--- config.mk ---
export PLATFORM = sky130hd
export DESIGN_NAME = tmr_host_if
export DESIGN_NICKNAME = d
export VERILOG_FILES = /design/src/rtl/tmr_pkg.sv /design/src/rtl/tmr_cw_decode.sv /design/src/rtl/tmr_chan_regs.sv /design/src/rtl/tmr_host_if.sv
export SDC_FILE = /design/constraint.sdc
export NUM_CORES = 1
export LEC_CHECK = 0
export CAP_MARGIN = 20
export CORE_UTILIZATION = 35
export CTS_CLUSTER_DIAMETER = 200
export DETAILED_ROUTE_END_ITERATION = 12
export SLEW_MARGIN = 40
export SYNTH_ARGS = -nofsm -noshare
export SYNTH_HDL_FRONTEND = slang
export SYNTH_SLANG_ARGS = --single-unit
--- constraint.sdc ---
create_clock -name clk_i -period 2.2 [get_ports clk_i]
set_input_delay 0.55 -clock clk_i [delete_from_list [all_inputs] [get_ports clk_i]]
set_output_delay 0.55 -clock clk_i [all_outputs]
set_load 0.01 [all_outputs]
--- src/rtl/tmr_pkg.sv ---
package tmr_pkg;
  localparam int NCH = 3;
  localparam logic [1:0] CTRL_ADDR = 2'b11;

  typedef enum logic [1:0] {
    FMT_LATCH = 2'b00,
    FMT_LSB   = 2'b01,
    FMT_MSB   = 2'b10,
    FMT_BOTH  = 2'b11
  } fmt_e;

  typedef struct packed {
    logic [1:0] sel;
    fmt_e       fmt;
    logic [2:0] mode;  // folded to 0..5
    logic       bcd;
  } cw_t;
endpackage

--- src/rtl/tmr_cw_decode.sv ---
module tmr_cw_decode
  import tmr_pkg::*;
(
  input  logic [7:0] byte_i,
  output cw_t        cw_o,
  output logic       legal_o
);
  logic [2:0] raw_mode;

  always_comb begin
    raw_mode    = byte_i[3:1];
    cw_o.sel    = byte_i[7:6];
    cw_o.fmt    = fmt_e'(byte_i[5:4]);
    cw_o.bcd    = byte_i[0];
    // x10 -> 2, x11 -> 3, others pass through
    cw_o.mode   = raw_mode[1] ? {2'b01, raw_mode[0]} : raw_mode;
    legal_o     = (byte_i[7:6] != 2'b11);
  end
endmodule

--- src/rtl/tmr_chan_regs.sv ---
module tmr_chan_regs
  import tmr_pkg::*;
#(
  parameter int BYTE_W = 8,
  parameter int CNT_W  = 16
) (
  input  logic              clk_i,
  input  logic              rst_ni,
  input  logic              cw_we_i,
  input  logic              latch_i,
  input  cw_t               cw_i,
  input  logic              data_we_i,
  input  logic [BYTE_W-1:0] data_i,
  input  logic              rd_adv_i,
  input  logic [CNT_W-1:0]  live_i,
  output logic [2:0]        mode_o,
  output logic              bcd_o,
  output logic [CNT_W-1:0]  count_o,
  output logic              load_o,
  output logic [BYTE_W-1:0] rbyte_o
);
  localparam int HI_W = CNT_W - BYTE_W;

  fmt_e              fmt_q;
  logic [2:0]        mode_q;
  logic              bcd_q;
  logic [CNT_W-1:0]  count_q;
  logic [BYTE_W-1:0] stage_q;
  logic              wptr_q;
  logic              rptr_q;
  logic              lat_vld_q;
  logic [CNT_W-1:0]  lat_q;
  logic              load_q;

  logic [CNT_W-1:0]  src;
  logic              hi_sel;
  logic              read_done;

  always_comb begin
    src       = lat_vld_q ? lat_q : live_i;
    hi_sel    = (fmt_q == FMT_MSB) || ((fmt_q == FMT_BOTH) && rptr_q);
    rbyte_o   = hi_sel ? src[CNT_W-1 -: BYTE_W] : src[BYTE_W-1:0];
    read_done = (fmt_q != FMT_BOTH) || rptr_q;
  end

  always_ff @(posedge clk_i or negedge rst_ni) begin
    if (!rst_ni) begin
      fmt_q     <= FMT_LSB;
      mode_q    <= '0;
      bcd_q     <= 1'b0;
      count_q   <= '0;
      stage_q   <= '0;
      wptr_q    <= 1'b0;
      rptr_q    <= 1'b0;
      lat_vld_q <= 1'b0;
      lat_q     <= '0;
      load_q    <= 1'b0;
    end else begin
      load_q <= 1'b0;
      if (cw_we_i) begin
        fmt_q     <= cw_i.fmt;
        mode_q    <= cw_i.mode;
        bcd_q     <= cw_i.bcd;
        wptr_q    <= 1'b0;
        rptr_q    <= 1'b0;
        lat_vld_q <= 1'b0;
      end else begin
        if (latch_i && !lat_vld_q) begin
          lat_q     <= live_i;
          lat_vld_q <= 1'b1;
        end
        if (data_we_i) begin
          unique case (fmt_q)
            FMT_LSB: begin
              count_q <= {{HI_W{1'b0}}, data_i};
              load_q  <= 1'b1;
            end
            FMT_MSB: begin
              count_q <= {data_i, {(CNT_W-BYTE_W){1'b0}}};
              load_q  <= 1'b1;
            end
            FMT_BOTH: begin
              if (!wptr_q) begin
                stage_q <= data_i;
                wptr_q  <= 1'b1;
              end else begin
                count_q <= {data_i, stage_q};
                wptr_q  <= 1'b0;
                load_q  <= 1'b1;
              end
            end
            default: ;
          endcase
        end
        if (rd_adv_i) begin
          if (fmt_q == FMT_BOTH) rptr_q <= ~rptr_q;
          if (read_done) lat_vld_q <= 1'b0;
        end
      end
    end
  end

  assign mode_o  = mode_q;
  assign bcd_o   = bcd_q;
  assign count_o = count_q;
  assign load_o  = load_q;
endmodule

--- src/rtl/tmr_host_if.sv ---
module tmr_host_if
  import tmr_pkg::*;
#(
  parameter int DATA_W = 8,
  parameter int CNT_W  = 16
) (
  input  logic                  clk_i,
  input  logic                  rst_ni,
  input  logic                  cs_i,
  input  logic                  wr_i,
  input  logic                  rd_i,
  input  logic [1:0]            addr_i,
  input  logic [DATA_W-1:0]     wdata_i,
  output logic [DATA_W-1:0]     rdata_o,
  input  logic [NCH*CNT_W-1:0]  live_cnt_i,
  output logic [NCH*3-1:0]      mode_o,
  output logic [NCH-1:0]        bcd_o,
  output logic [NCH*CNT_W-1:0]  count_o,
  output logic [NCH-1:0]        load_o
);
  logic wr_en, rd_en, cw_hit, cw_legal;
  cw_t  cw;
  logic [DATA_W-1:0] rbyte [NCH];

  assign wr_en  = cs_i && wr_i;
  assign rd_en  = cs_i && rd_i;
  assign cw_hit = wr_en && (addr_i == CTRL_ADDR);

  tmr_cw_decode u_dec (
    .byte_i  (wdata_i[7:0]),
    .cw_o    (cw),
    .legal_o (cw_legal)
  );

  for (genvar ch = 0; ch < NCH; ch++) begin : g_ch
    logic sel_hit;
    assign sel_hit = cw_hit && cw_legal && (cw.sel == 2'(ch));

    tmr_chan_regs #(.BYTE_W(DATA_W), .CNT_W(CNT_W)) u_regs (
      .clk_i     (clk_i),
      .rst_ni    (rst_ni),
      .cw_we_i   (sel_hit && (cw.fmt != FMT_LATCH)),
      .latch_i   (sel_hit && (cw.fmt == FMT_LATCH)),
      .cw_i      (cw),
      .data_we_i (wr_en && (addr_i == 2'(ch))),
      .data_i    (wdata_i),
      .rd_adv_i  (rd_en && (addr_i == 2'(ch))),
      .live_i    (live_cnt_i[ch*CNT_W +: CNT_W]),
      .mode_o    (mode_o[ch*3 +: 3]),
      .bcd_o     (bcd_o[ch]),
      .count_o   (count_o[ch*CNT_W +: CNT_W]),
      .load_o    (load_o[ch]),
      .rbyte_o   (rbyte[ch])
    );
  end

  always_comb begin
    rdata_o = '0;
    if (rd_en) begin
      unique case (addr_i)
        2'd0:    rdata_o = rbyte[0];
        2'd1:    rdata_o = rbyte[1];
        2'd2:    rdata_o = rbyte[2];
        default: rdata_o = '0;
      endcase
    end
  end
endmodule

[Word-level counts from Yosys, hierarchy flattened]
Cells that the tools add are included.
Storage, ports and cells
  flip-flop bits (word level): 150
  output and inout port bits: 71
  logic and storage cells: 188
Operators by class
  equal/unequal tests: 21
  mux-type cells: 60
  bitwise gates (word level): 9
  reduce and logical (&&, ||, !) cells: 68
Operators with widths (number)
  $pmux W16 S3: 3
  $mux W16: 6
  $mux W1: 42
  $mux W8: 4
  $logic_and A1 B1 Y1: 25
  $pmux W8 S3: 1
  $reduce_and A4 Y1: 6
  $reduce_bool A2 Y1: 10
  $eq A2 B2 Y1 const B: 9
  $reduce_and A2 Y1: 9
  $eq A2 B1 Y1 const B: 5
  $not A1 Y1: 9
  $reduce_bool A3 Y1: 3
  $ne A2 B2 Y1 const B: 4
  $logic_not A2 Y1: 3
  $logic_or A1 B1 Y1: 6
  $ne A2 B1 Y1 const B: 3
  $pmux W1 S2: 3
  $reduce_or A2 Y1: 3
  $logic_not A1 Y1: 3
  $mux W3: 1

[Longest topological paths before layout]
Gate-level depths: netlist of run 1.
  depth in word-level cells: 10
  depth in mapped cells: 8
  gate-level depth less buffers: 6

[Cells and area by module]
A second synthesis of run 1 with hierarchy kept.
Second synthesis, totals
  cell total of the unflattened synthesis: 570
  area total of the unflattened synthesis: 7387.1 µm²
By module, submodules not included
  tmr_chan_regs at g_ch[0].u_regs ...: times used 2, cells each 163, area each 2306.0 µm², seq. area each 1252.5 µm²
  tmr_chan_regs at g_ch[2].u_regs: times used 1, cells each 177, area each 2337.2 µm², seq. area each 1252.5 µm²
  tmr_host_if: times used 1, cells each 58, area each 367.9 µm², seq. area each 0.0 µm²
  tmr_cw_decode: times used 1, cells each 9, area each 70.1 µm², seq. area each 0.0 µm²

[Worst setup path after synthesis of run 1]
No wires, ideal clock.
  kind: register to output
  start: reg g_ch[2].u_regs.fmt_q[0]
  end: out rdata_o[0]
  arrival: 1.886 ns
  path slack: -0.236 ns
  cell stages (with the launch flop): 7
  cell sequence: dfstp_2 inv_1 ha_1 a21oi_1 mux4_2 a22oi_1 nand2_1
On the way
  longest elaborated chain between the ends: 6
Ends and longest elaborated chain
  start, declared: line tmr_chan_regs.sv:24  | fmt_e fmt_q;
  start signal, assigned: line tmr_chan_regs.sv:61  | fmt_q <= cw_i.fmt;
  $eq A2 B2 Y1: line tmr_chan_regs.sv:41  | hi_sel = (fmt_q == FMT_MSB) || ((fmt_q == FMT_BOTH) && rptr_q);
  $logic_and A1 B1 Y1: line tmr_chan_regs.sv:41
  $logic_or A1 B1 Y1 (*): line tmr_chan_regs.sv:41
  $mux W8 (*): line tmr_chan_regs.sv:42  | rbyte_o = hi_sel ? src[CNT_W-1 -: BYTE_W] : src[BYTE_W-1:0];
  $pmux W8 S3 (*): line tmr_host_if.sv:60  | unique case (addr_i)
  $mux W8 (*): line tmr_host_if.sv:59  | if (rd_en) begin
  end, declared: line tmr_host_if.sv:14  | output logic [DATA_W-1:0] rdata_o,
Every way passes the cells marked *; elsewhere a longest branch is shown, timed or not.

[Worst setup path in the final report of run 1]
  start: reg g_ch[2].u_regs.fmt_q[0]
  end: out rdata_o[3]
The elaborated chain is that of the path after synthesis.

==> flow_summary_export.csv, run 1 <==
group,metric,value,unit
sta,finalCritPeriodShare,124,%
floorplanning,io_pins,134,
sta,timing.setup.tns,-4.06,ns
floorplanning,num_rows,51,
cells_and_area,final_util,51.9,%
synth,ys.flop_type,"dfrtp_1",
drt,drt_pass1_iterations,4,
grt,grt_max_degree,50,
floorplanning,core,19600,sq um
grt,overflow,0,
worst_setup_path,path_cells,"inv_2 > ha_4 > a21oi_4 > buf_12 > mux4_2 > a22oi_2 > nand2_1 > buf_2",
grt,grt_usage,19.1,%
worst_setup_path,critical_path_class,"register to primary output",
clock_network,worstSkewPairLatency,0.43,ns
placement,finalWeightedCongestion,0.807,
sta,drv_slew,0,
clock_network,cts_root_buf,"clkbuf_16",
status,outcome,"complete, but fails checks",
cells_and_area,nets,836,
cells_and_area,fillers,1677,
clock_network,cts_max_level,4,
clock_network,clock_sinks,150,
worst_setup_path,crit_family,"flip-flops",
cells_and_area,n_antenna_cell,0,
sta,relSlewSlack,64.7,%
drt,ant_nets,0,
synth,yosysWarnings,0,
sta,tightest_slew,0.528,ns
worst_setup_path,critPathRequiredTime,1.65,ns
sta,final_hold_viol_count,0,
cells_and_area,drive_above_1_share,35.2,%
flow_run,max_cap_viol_count,0,
placement,hpwl,13.4,mm
grt,antenna_found_initial,0,
synth,synth_edf_count,0,
min_path,hp-class,"register to register",
sta,grt_setup_unrepaired,"true",
synth,yosysSeqAreaShare,53.3,%
worst_setup_path,start_kind,"register",
power_and_ir_drop,leakage,4.72,nW
sta,worst_slack,-0.520,ns
cells_and_area,area_growth,44.3,%
floorplanning,die_width,144,microns
placement,port_buffers,133,
synth,synth_top_area_share,52.2,%
synth,ys_top_cells_by_count,"147 x dfrtp_1, 84 x nand2_1, 74 x mux2_2",
clock_network,cts_tree,"built",
power_and_ir_drop,irDropWorstVdd,0.000475,V
synth,yosysMostFrequentCell,"dfrtp_1",
clock_network,cts_inserted_buffers,17,
clock_network,path_clk_slew,0.06,ns
sta,setup_viol,8,
status,violations,"setup timing",
drt,wl,18.7,mm
synth,ys_types,42,
grt,grt_pass1_vias,5526,
placement,place_area,9210,sq um
drt,drtIter0Drc,256,
sta,skew,0.0109,ns
grt,grt_pass1_wl,29.8,mm
synth,synth.area.top_cells,"dfrtp_1 52%, mux2_2 12%, mux4_2 7.7%",
worst_setup_path,crit_slowest_cell,"dfstp_2",
synth,synthCells,572,
sta,fmax,368,MHz
worst_setup_path,path_buf_inv,3,
worst_setup_path,crit_fanout,8,
synth,synth_area_leader_cell,"dfrtp_1",
drt,viasPerCell,4.95,
power_and_ir_drop,p_per_area,905,nW/um^2
synth,avgSynthCellArea,12.3,sq um
floorplanning,die_h,144,microns
drt,drc_errors,0,
worst_setup_path,critical_path_arrival,2.17,ns
synth,synth_nets,644,
drt,routedWlPerCell,17.9,microns
clock_network,cts_buffer_depth,2,
floorplanning,dieArea,20700,sq um
synth,synth-async-reset-ratio,100,%
worst_setup_path,cp_slowest_stage_delay,0.54,ns
drt,vias,5157,
cells_and_area,final_cell_area,10200,sq um
floorplanning,start_util,36.0,%
worst_setup_path,end_kind,"primary output",
sta,fin_crit,2.72,ns
synth,netlist_area,7040,sq um
synth,synth_seq_cells,150,
==> state kept, by name (all words and copies together) (netlist names), 6 cells and up <==
name                 cells
g_ch.u_regs.count_o     48
g_ch.u_regs.stage_q     24
g_ch.u_regs.fmt_q        6
g_ch.u_regs.lat_q       48
g_ch.u_regs.mode_o       9
==> worst min-delay path: cells and delay by family, from the launching register on <==
kind          cells  cell delay [ns]
flops             1             0.34
simple gates      2             0.10
==> final cells by class <==
class,count,area [sq um],share of cell area (%)
Sequential cell,150,3760,37.0
Multi-Input combinational cell,370,3240,31.9
Timing Repair Buffer,216,2110,20.8
Clock buffer,19,433,4.26
Tap cell,265,332,3.26
Clock inverter,12,251,2.47
Inverter,9,33.8,0.332
==> power breakdown <==
group / internal, mW / switching, mW / leakage [nW] / total [mW]
Clock: 2.24 / 1.15 / 0.323 / 3.39
Combinational: 1.32 / 1.00 / 2.41 / 2.33
Sequential: 3.21 / 0.279 / 1.98 / 3.49
Total: 6.77 / 2.43 / 4.72 / 9.20
==> layer usage <==
metal  part of all wire [%]  vias up  global-route usage (%)
met5                      0        -                       0
met4                   0.92        0                    6.05
met3                    3.9       10                    3.83
met2                     53      105                    33.0
met1                     42     2637                    23.9
li1                       -     2405                       -
==> kinds of logic (layout without fill, tap and decap cells) <==
kind of cell	count (synthesis)	after routing	synth area share, %
multiplexers	108	108	21.6
AO/OA/AOI/OAI	69	69	6.64
flip-flops	150	150	53.3
XOR/XNOR	3	3	0.373
AND/OR/NAND/NOR	180	181	12.8
adder cells (fa/ha/maj)	9	9	1.60
buffers and inverters	53	256	3.62
==> worst paths after layout <==
check	cells after the start	to	slack, ns	start
setup reg to reg	8	g_ch[0].u_regs.count_o[6]$_DFFE_PN0P_	0.13	g_ch[0].u_regs.fmt_q[0]$_DFFE_PN1P_
hold reg to reg	2	g_ch[2].u_regs.count_o[9]$_DFFE_PN0P_	0.47	g_ch[2].u_regs.count_o[9]$_DFFE_PN0P_
min in group asynchronous	2	g_ch[2].u_regs.count_o[11]$_DFFE_PN0P_	0.58	rst_ni
max in group asynchronous	3	g_ch[2].u_regs.lat_q[9]$_DFFE_PN0P_	0.96	rst_ni
hold / removal	2	g_ch[2].u_regs.count_o[9]$_DFFE_PN0P_	0.47	g_ch[2].u_regs.count_o[9]$_DFFE_PN0P_
setup / recovery	8	rdata_o[3]	-0.52	g_ch[2].u_regs.fmt_q[0]$_DFFE_PN1P_
==> repair_timing <==
action / in CTS / in global routing
pin swaps: 17 / 5
hold buffers: 1 / 0
gates resized for setup: 58 / 18
endpoints found under the setup margin: 9 / 60
gates cloned: 0 / 3
buffers inserted: 7 / 1
endpoints found under the hold margin: 3 / 0
==> cell usage in the layout (no fill, tap or decap), types with 8 or more instances in the layout <==
cell / count
dfrtp_1: 147
clkdlybuf4s50_1: 121
nand2_1: 83
mux2_2: 74
buf_4: 62
nor2_1: 43
mux4_2: 24
o21ai_0: 21
clkbuf_16: 17
nand3_1: 16
a221oi_1: 16
buf_12: 13
mux2_4: 10
a22oi_2: 8
a22oi_1: 8
buf_2: 8
==> through the flow <==
| step | power (mW) | setup WS [ns] | hold slack [ns] | cells |
|---|---|---|---|---|
| 2_1_floorplan | 4.50 | 0.0222 | 0.254 | 572 |
| 3_3_place_gp | 5.66 | -0.624 | 0.445 | 999 |
| 3_5_place_dp | 5.72 | -0.683 | 0.452 | 999 |
| 4_1_cts | 9.26 | -0.544 | 0.473 | 1037 |
| 5_1_grt | 9.63 | -0.595 | 0.500 | 1041 |
| 6_report | 9.20 | -0.520 | 0.469 | 1041 |
Power figures use the tool's default switching activity.
==> run 2: changes to the inputs <==
==> constraint.sdc (replaced) <==
create_clock -name clk_i -period 2.2 [get_ports clk_i]
set_input_delay 0.66 -clock clk_i [delete_from_list [all_inputs] [get_ports clk_i]]
set_output_delay 0.66 -clock clk_i [all_outputs]
set_load 0.01 [all_outputs]
==> flow_summary_export.csv, run 2 (same netlist as run 1, synthesis figures left out) <==
group,metric,value,unit
status,outcome,"complete, but fails checks",
status,violations,"setup timing",
clock_network,cts_max_level,4,
grt,grt_max_degree,45,
drt,wirelength_met1,8.11,mm
drt,wl,18.5,mm
floorplanning,start_util,36.0,%
power_and_ir_drop,irDropWorstVdd,0.000501,V
power_and_ir_drop,p_int,6.15,mW
sta,tightest_slew,0.548,ns
flow_run,max_cap_viol_count,0,
worst_setup_path,critical_path_arrival,2.21,ns
sta,fmax,349,MHz
worst_setup_path,end_kind,"primary output",
cells_and_area,layout_commonest_cell,"dfrtp_1",
grt,overflow,0,
cells_and_area,fillers,1732,
power_and_ir_drop,leakage,4.67,nW
clock_network,clock_sinks,150,
drt,wl_met3,616,microns
worst_setup_path,critPathRequiredTime,1.54,ns
clock_network,path_clk_slew,0.06,ns
clock_network,cts_inserted_buffers,17,
cells_and_area,n_antenna_cell,0,
cells_and_area,nets,838,
worst_setup_path,crit_slowest_cell,"dfstp_2",
drt,top_layer,"met4",
power_and_ir_drop,clockPowerShare,32.8,%
floorplanning,dieArea,20700,sq um
sta,setup_viol,8,
placement,hpwl,13.5,mm
worst_setup_path,crit_fanout,8,
cells_and_area,final_cell_mix,"147 x dfrtp_1, 120 x clkdlybuf4s50_1, 84 x nand2_1",
worst_setup_path,path_buf_inv,3,
sta,whs,0.157,ns
cells_and_area,area_growth,42.4,%
grt,grt_usage,19.2,%
placement,port_buffers,133,
floorplanning,core,19600,sq um
drt,viasPerCell,4.95,
sta,relSlewSlack,63.3,%
cells_and_area,register_area,3760,sq um
drt,dr_wl_met2,9.42,mm
clock_network,cts_root_buf,"clkbuf_16",
worst_setup_path,setup.worst_path.start,"g_ch[2].u_regs.fmt_q[0]$_DFFE_PN1P_",
floorplanning,num_rows,51,
cells_and_area,drive_above_1_share,35.4,%
drt,drc_errors,0,
sta,worst_slack,-0.668,ns
grt,antenna_found_initial,0,
power_and_ir_drop,power.share.combinational,26.7,%
cells_and_area,multiInputGateArea,3210,sq um
clock_network,cts_tree,"built",
worst_setup_path,path_cells,"inv_2 > ha_4 > a21oi_4 > buf_12 > mux4_2 > a22oi_2 > nand2_1 > buf_2",
sta,drv_slew,0,
drt,drt_pass1_iterations,4,
clock_network,worstSkewPairLatency,0.42,ns
min_path,hp-class,"input pin to async pin",
floorplanning,die_width,144,microns
power_and_ir_drop,switchingPower,2.46,mW
worst_setup_path,cp_slowest_stage_delay,0.56,ns
grt,grt_pass1_vias,5665,
sta,final_hold_viol_count,0,
power_and_ir_drop,seq_power_share,40.4,%
power_and_ir_drop,p_per_area,858,nW/um^2
sta,grt_setup_unrepaired,"true",
clock_network,cts_buffer_depth,2,
sta,fin_crit,2.87,ns
drt,vias,5172,
worst_setup_path,start_kind,"register",
cells_and_area,final_util,51.2,%
sta,finalCritPeriodShare,130,%
floorplanning,die_h,144,microns
worst_setup_path,crit_family,"flip-flops",
clock_network,hold_buffers,0,
worst_setup_path,critical_path_class,"register to primary output",
floorplanning,io_pins,134,
worst_setup_path,r2r_start,"g_ch[2].u_regs.fmt_q[0]$_DFFE_PN1P_",
drt,routedWlPerCell,17.7,microns
drt,drtIter0Drc,166,
power_and_ir_drop,swShare,28.5,%
placement,finalWeightedCongestion,0.794,
grt,grt_pass1_wl,30.0,mm
drt,ant_nets,0,
sta,skew,0.00936,ns
run 2: cell types whose count changed in the layout (fill, tap and decap cells not counted), sizes merged, moves of 2 or more:
cell         before  now
buf              90   94
bufinv            7    1
clkinvlp          2    5
dlygate4sd2       0    2
inv               9   12
run 2: power groups by stage:
stage               Combinational [mW]  Sequential [mW]  Clock (mW)
floorplan                        0.924             3.59           0
global placement                  2.21             3.50           0
detailed placement                2.25             3.52           0
CTS                               2.32             3.48        2.88
global route                      2.51             3.53        3.00
finish                            2.30             3.48        2.82
run 2: cell type report:
type	instances	area share, %
sequential	150	37.5
multi-input combinational	370	32.0
timing repair buffer	218	21.1
clock buffer	20	4.55
tap	265	3.31
clock inverter	12	1.20
inverter	9	0.337
run 2: worst register-to-register path, delay by kind of cell, from the launching register on:
family	cells	cell delay, ns
DFF	1	0.56
buffers and inverters	3	0.45
adders and majority gates	1	0.23
and+or+nand+nor	2	0.42
muxes	1	0.34
run 2: repair_timing:
item                                    4_1_cts  5_1_grt
endpoints found under the setup margin       72       62
setup buffers                                 6        1
pin swaps                                    16       10
resized for setup                            48        9
gates cloned                                  1        0
endpoints found under the hold margin         0        0
run 2: path summary, 6_finish.rpt:
check,end,slack (ns),cells after the start
worst max register to register,g_ch[2].u_regs.stage_q[3]$_DFFE_PN0P_,0.08,7
max in group asynchronous,g_ch[1].u_regs.count_o[6]$_DFFE_PN0P_,1.35,2
worst min register to register,g_ch[1].u_regs.count_o[12]$_DFFE_PN0P_,0.47,2
worst max-delay path,rdata_o[0],-0.67,8
worst min-delay path,g_ch[0].u_regs.lat_q[5]$_DFFE_PN0P_,0.16,1
min in group clk_i,g_ch[1].u_regs.count_o[12]$_DFFE_PN0P_,0.47,2
run 2: metal layers:
layer | track usage (%) | up-vias
li1 | - | 2415
met1 | 24.0 | 2635
met2 | 33.4 | 102
met3 | 3.17 | 20
met4 | 6.72 | 0
met5 | 0 | -
run 2: per-stage QoR:
step                      cells  worst slack, ns  total power [mW]  TNS, ns  cell area (sq um)
after floorplan             572          -0.0200              4.52  -0.0200               7110
after global placement     1004           -0.842              5.71   -58.34               9320
after detailed placement   1004           -0.893              5.78   -62.30               9320
after CTS                  1043           -0.734              8.68    -5.30               9980
after global routing       1044           -0.769              9.05    -5.71              10000
final                      1044           -0.668              8.60    -4.97              10000
==> run 3: changes to the inputs <==
--- a/config.mk
+++ b/config.mk
@@ -6,9 +6,11 @@
 export NUM_CORES = 1
 export LEC_CHECK = 0
 export CAP_MARGIN = 20
+export CORE_MARGIN = 5
 export CORE_UTILIZATION = 35
 export CTS_CLUSTER_DIAMETER = 200
 export DETAILED_ROUTE_END_ITERATION = 12
+export GPL_ROUTABILITY_DRIVEN = 1
 export SLEW_MARGIN = 40
 export SYNTH_ARGS = -nofsm -noshare
 export SYNTH_HDL_FRONTEND = slang
==> flow_summary_export.csv, run 3 (same netlist as run 1, synthesis figures left out) <==
group,metric,value,unit
sta,setup_viol,8,
clock_network,path_clk_slew,0.07,ns
cells_and_area,nets,841,
sta,skew,0.00686,ns
cells_and_area,n_antenna_cell,0,
placement,hpwl,14.1,mm
cells_and_area,fillers,1775,
placement,port_buffers,133,
clock_network,cts_tree,"built",
drt,wirelength_met1,8.05,mm
power_and_ir_drop,p_per_area,861,nW/um^2
clock_network,clock_sinks,150,
sta,fmax,336,MHz
status,violations,"setup timing",
grt,grt_max_degree,48,
drt,wl_met3,649,microns
status,outcome,"complete, but fails checks",
floorplanning,io_pins,134,
worst_setup_path,end_kind,"primary output",
min_path,hp-class,"input pin to async pin",
worst_setup_path,critical_path_arrival,2.32,ns
worst_setup_path,r2r_start,"g_ch[0].u_regs.fmt_q[0]$_DFFE_PN1P_",
clock_network,worstSkewPairLatency,0.42,ns
flow_run,max_cap_viol_count,0,
power_and_ir_drop,leakage,4.66,nW
power_and_ir_drop,irDropWorstVdd,0.000465,V
clock_network,cts_root_buf,"clkbuf_16",
sta,drv_slew,0,
placement,pre_cts_ws,-0.892,ns
clock_network,cts_buffer_depth,2,
drt,vias,5195,
clock_network,hold_buffers,0,
floorplanning,die_h,152,microns
floorplanning,num_rows,51,
cells_and_area,area_growth,41.7,%
sta,worst_slack,-0.780,ns
grt,overflow,0,
drt,drc_errors,0,
clock_network,cts_max_level,4,
drt,dr_wl_met2,10.1,mm
worst_setup_path,setup.worst_path.start,"g_ch[2].u_regs.fmt_q[0]$_DFFE_PN1P_",
drt,drtIter0Drc,286,
worst_setup_path,start_kind,"register",
drt,viasPerCell,4.96,
cells_and_area,layout_commonest_cell,"dfrtp_1",
sta,fin_crit,2.98,ns
sta,relSlewSlack,63.4,%
grt,antenna_found_initial,0,
drt,top_layer,"met4",
worst_setup_path,critical_path_class,"register to primary output",
placement,finalWeightedCongestion,0.821,
grt,grt_usage,16.7,%
cells_and_area,drive_above_1_share,35.2,%
floorplanning,core,19700,sq um
floorplanning,start_util,35.8,%
worst_setup_path,crit_fanout,3,
worst_setup_path,critPathRequiredTime,1.54,ns
cells_and_area,final_cell_mix,"147 x dfrtp_1, 121 x clkdlybuf4s50_1, 84 x nand2_1",
grt,grt_pass1_wl,30.9,mm
sta,finalCritPeriodShare,135,%
sta,whs,0.176,ns
sta,tightest_slew,0.546,ns
drt,ant_nets,0,
grt,grt_pass1_vias,5666,
sta,grt_setup_unrepaired,"true",
worst_setup_path,worst_r2r_path_depth,8,
drt,wl,19.1,mm
sta,final_hold_viol_count,0,
drt,routedWlPerCell,18.2,microns
drt,drt_pass1_iterations,4,
floorplanning,die_width,152,microns
clock_network,cts_inserted_buffers,17,
floorplanning,dieArea,23100,sq um
run 3: final cells by class:
type / count / area [sq um] / share of cell area [%]
inverters: 9 / 33.8 / 0.338
multi-input cells: 370 / 3170 / 31.7
clock buffers: 17 / 425 / 4.26
repair buffers: 221 / 2120 / 21.3
well taps: 265 / 332 / 3.32
clock inverters: 15 / 145 / 1.45
flip-flops and latches: 150 / 3760 / 37.6
run 3: per-layer routing:
layer | global-route usage (%) | vias to the layer above
met1 | 20.7 | 2665
met3 | 3.52 | 24
met2 | 29.3 | 83
li1 | - | 2423
met4 | 5.52 | 0
met5 | 0 | -
run 3: what timing repair did:
item / 4_1_cts / 5_1_grt
gates resized for setup: 47 / 6
setup buffers: 7 / 0
endpoints found under the setup margin: 64 / 50
gates cloned: 0 / 1
pin swaps: 12 / 12
run 3: worst max-delay path, stage by stage (launching register included):
cell and delay [ns]:
dfstp_2 0.56, inv_2 0.06, ha_4 0.16, a21oi_4 0.20, buf_6 0.14, buf_6 0.08
mux4_2 0.34, a22oi_2 0.14, nand2_1 0.07, buf_2 0.14
run 3: metrics by stage:
stage               total power [mW]  utilization (%)  cell area (sq um)  setup TNS (ns)  std cells
finish                          8.60             50.8               9980           -5.89       1047
CTS                             8.69             50.7               9960           -6.10       1046
global placement                5.73             47.4               9320          -59.13       1008
floorplan                       4.52                -               7110         -0.0200        572
detailed placement              5.80             47.4               9320          -63.32       1008
global route                    9.04             50.8               9980           -6.63       1047
run 3: final timing paths:
kind / to / slack (ns)
max: rdata_o[7] / -0.78
min: g_ch[0].u_regs.lat_q[3]$_DFFE_PN0P_ / 0.18
max reg2reg: g_ch[0].u_regs.count_o[14]$_DFFE_PN0P_ / 0.10
min reg2reg: g_ch[0].u_regs.count_o[13]$_DFFE_PN0P_ / 0.47
max in group asynchronous: g_ch[0].u_regs.count_o[8]$_DFFE_PN0P_ / 1.42
min in group clk_i: g_ch[0].u_regs.count_o[13]$_DFFE_PN0P_ / 0.47
run 3: power breakdown:
part / switching [mW] / leakage (nW) / internal [mW]
Combinational: 1.01 / 2.40 / 1.31
Clock: 1.22 / 0.271 / 1.58
Sequential: 0.266 / 1.98 / 3.21
Total: 2.50 / 4.66 / 6.10
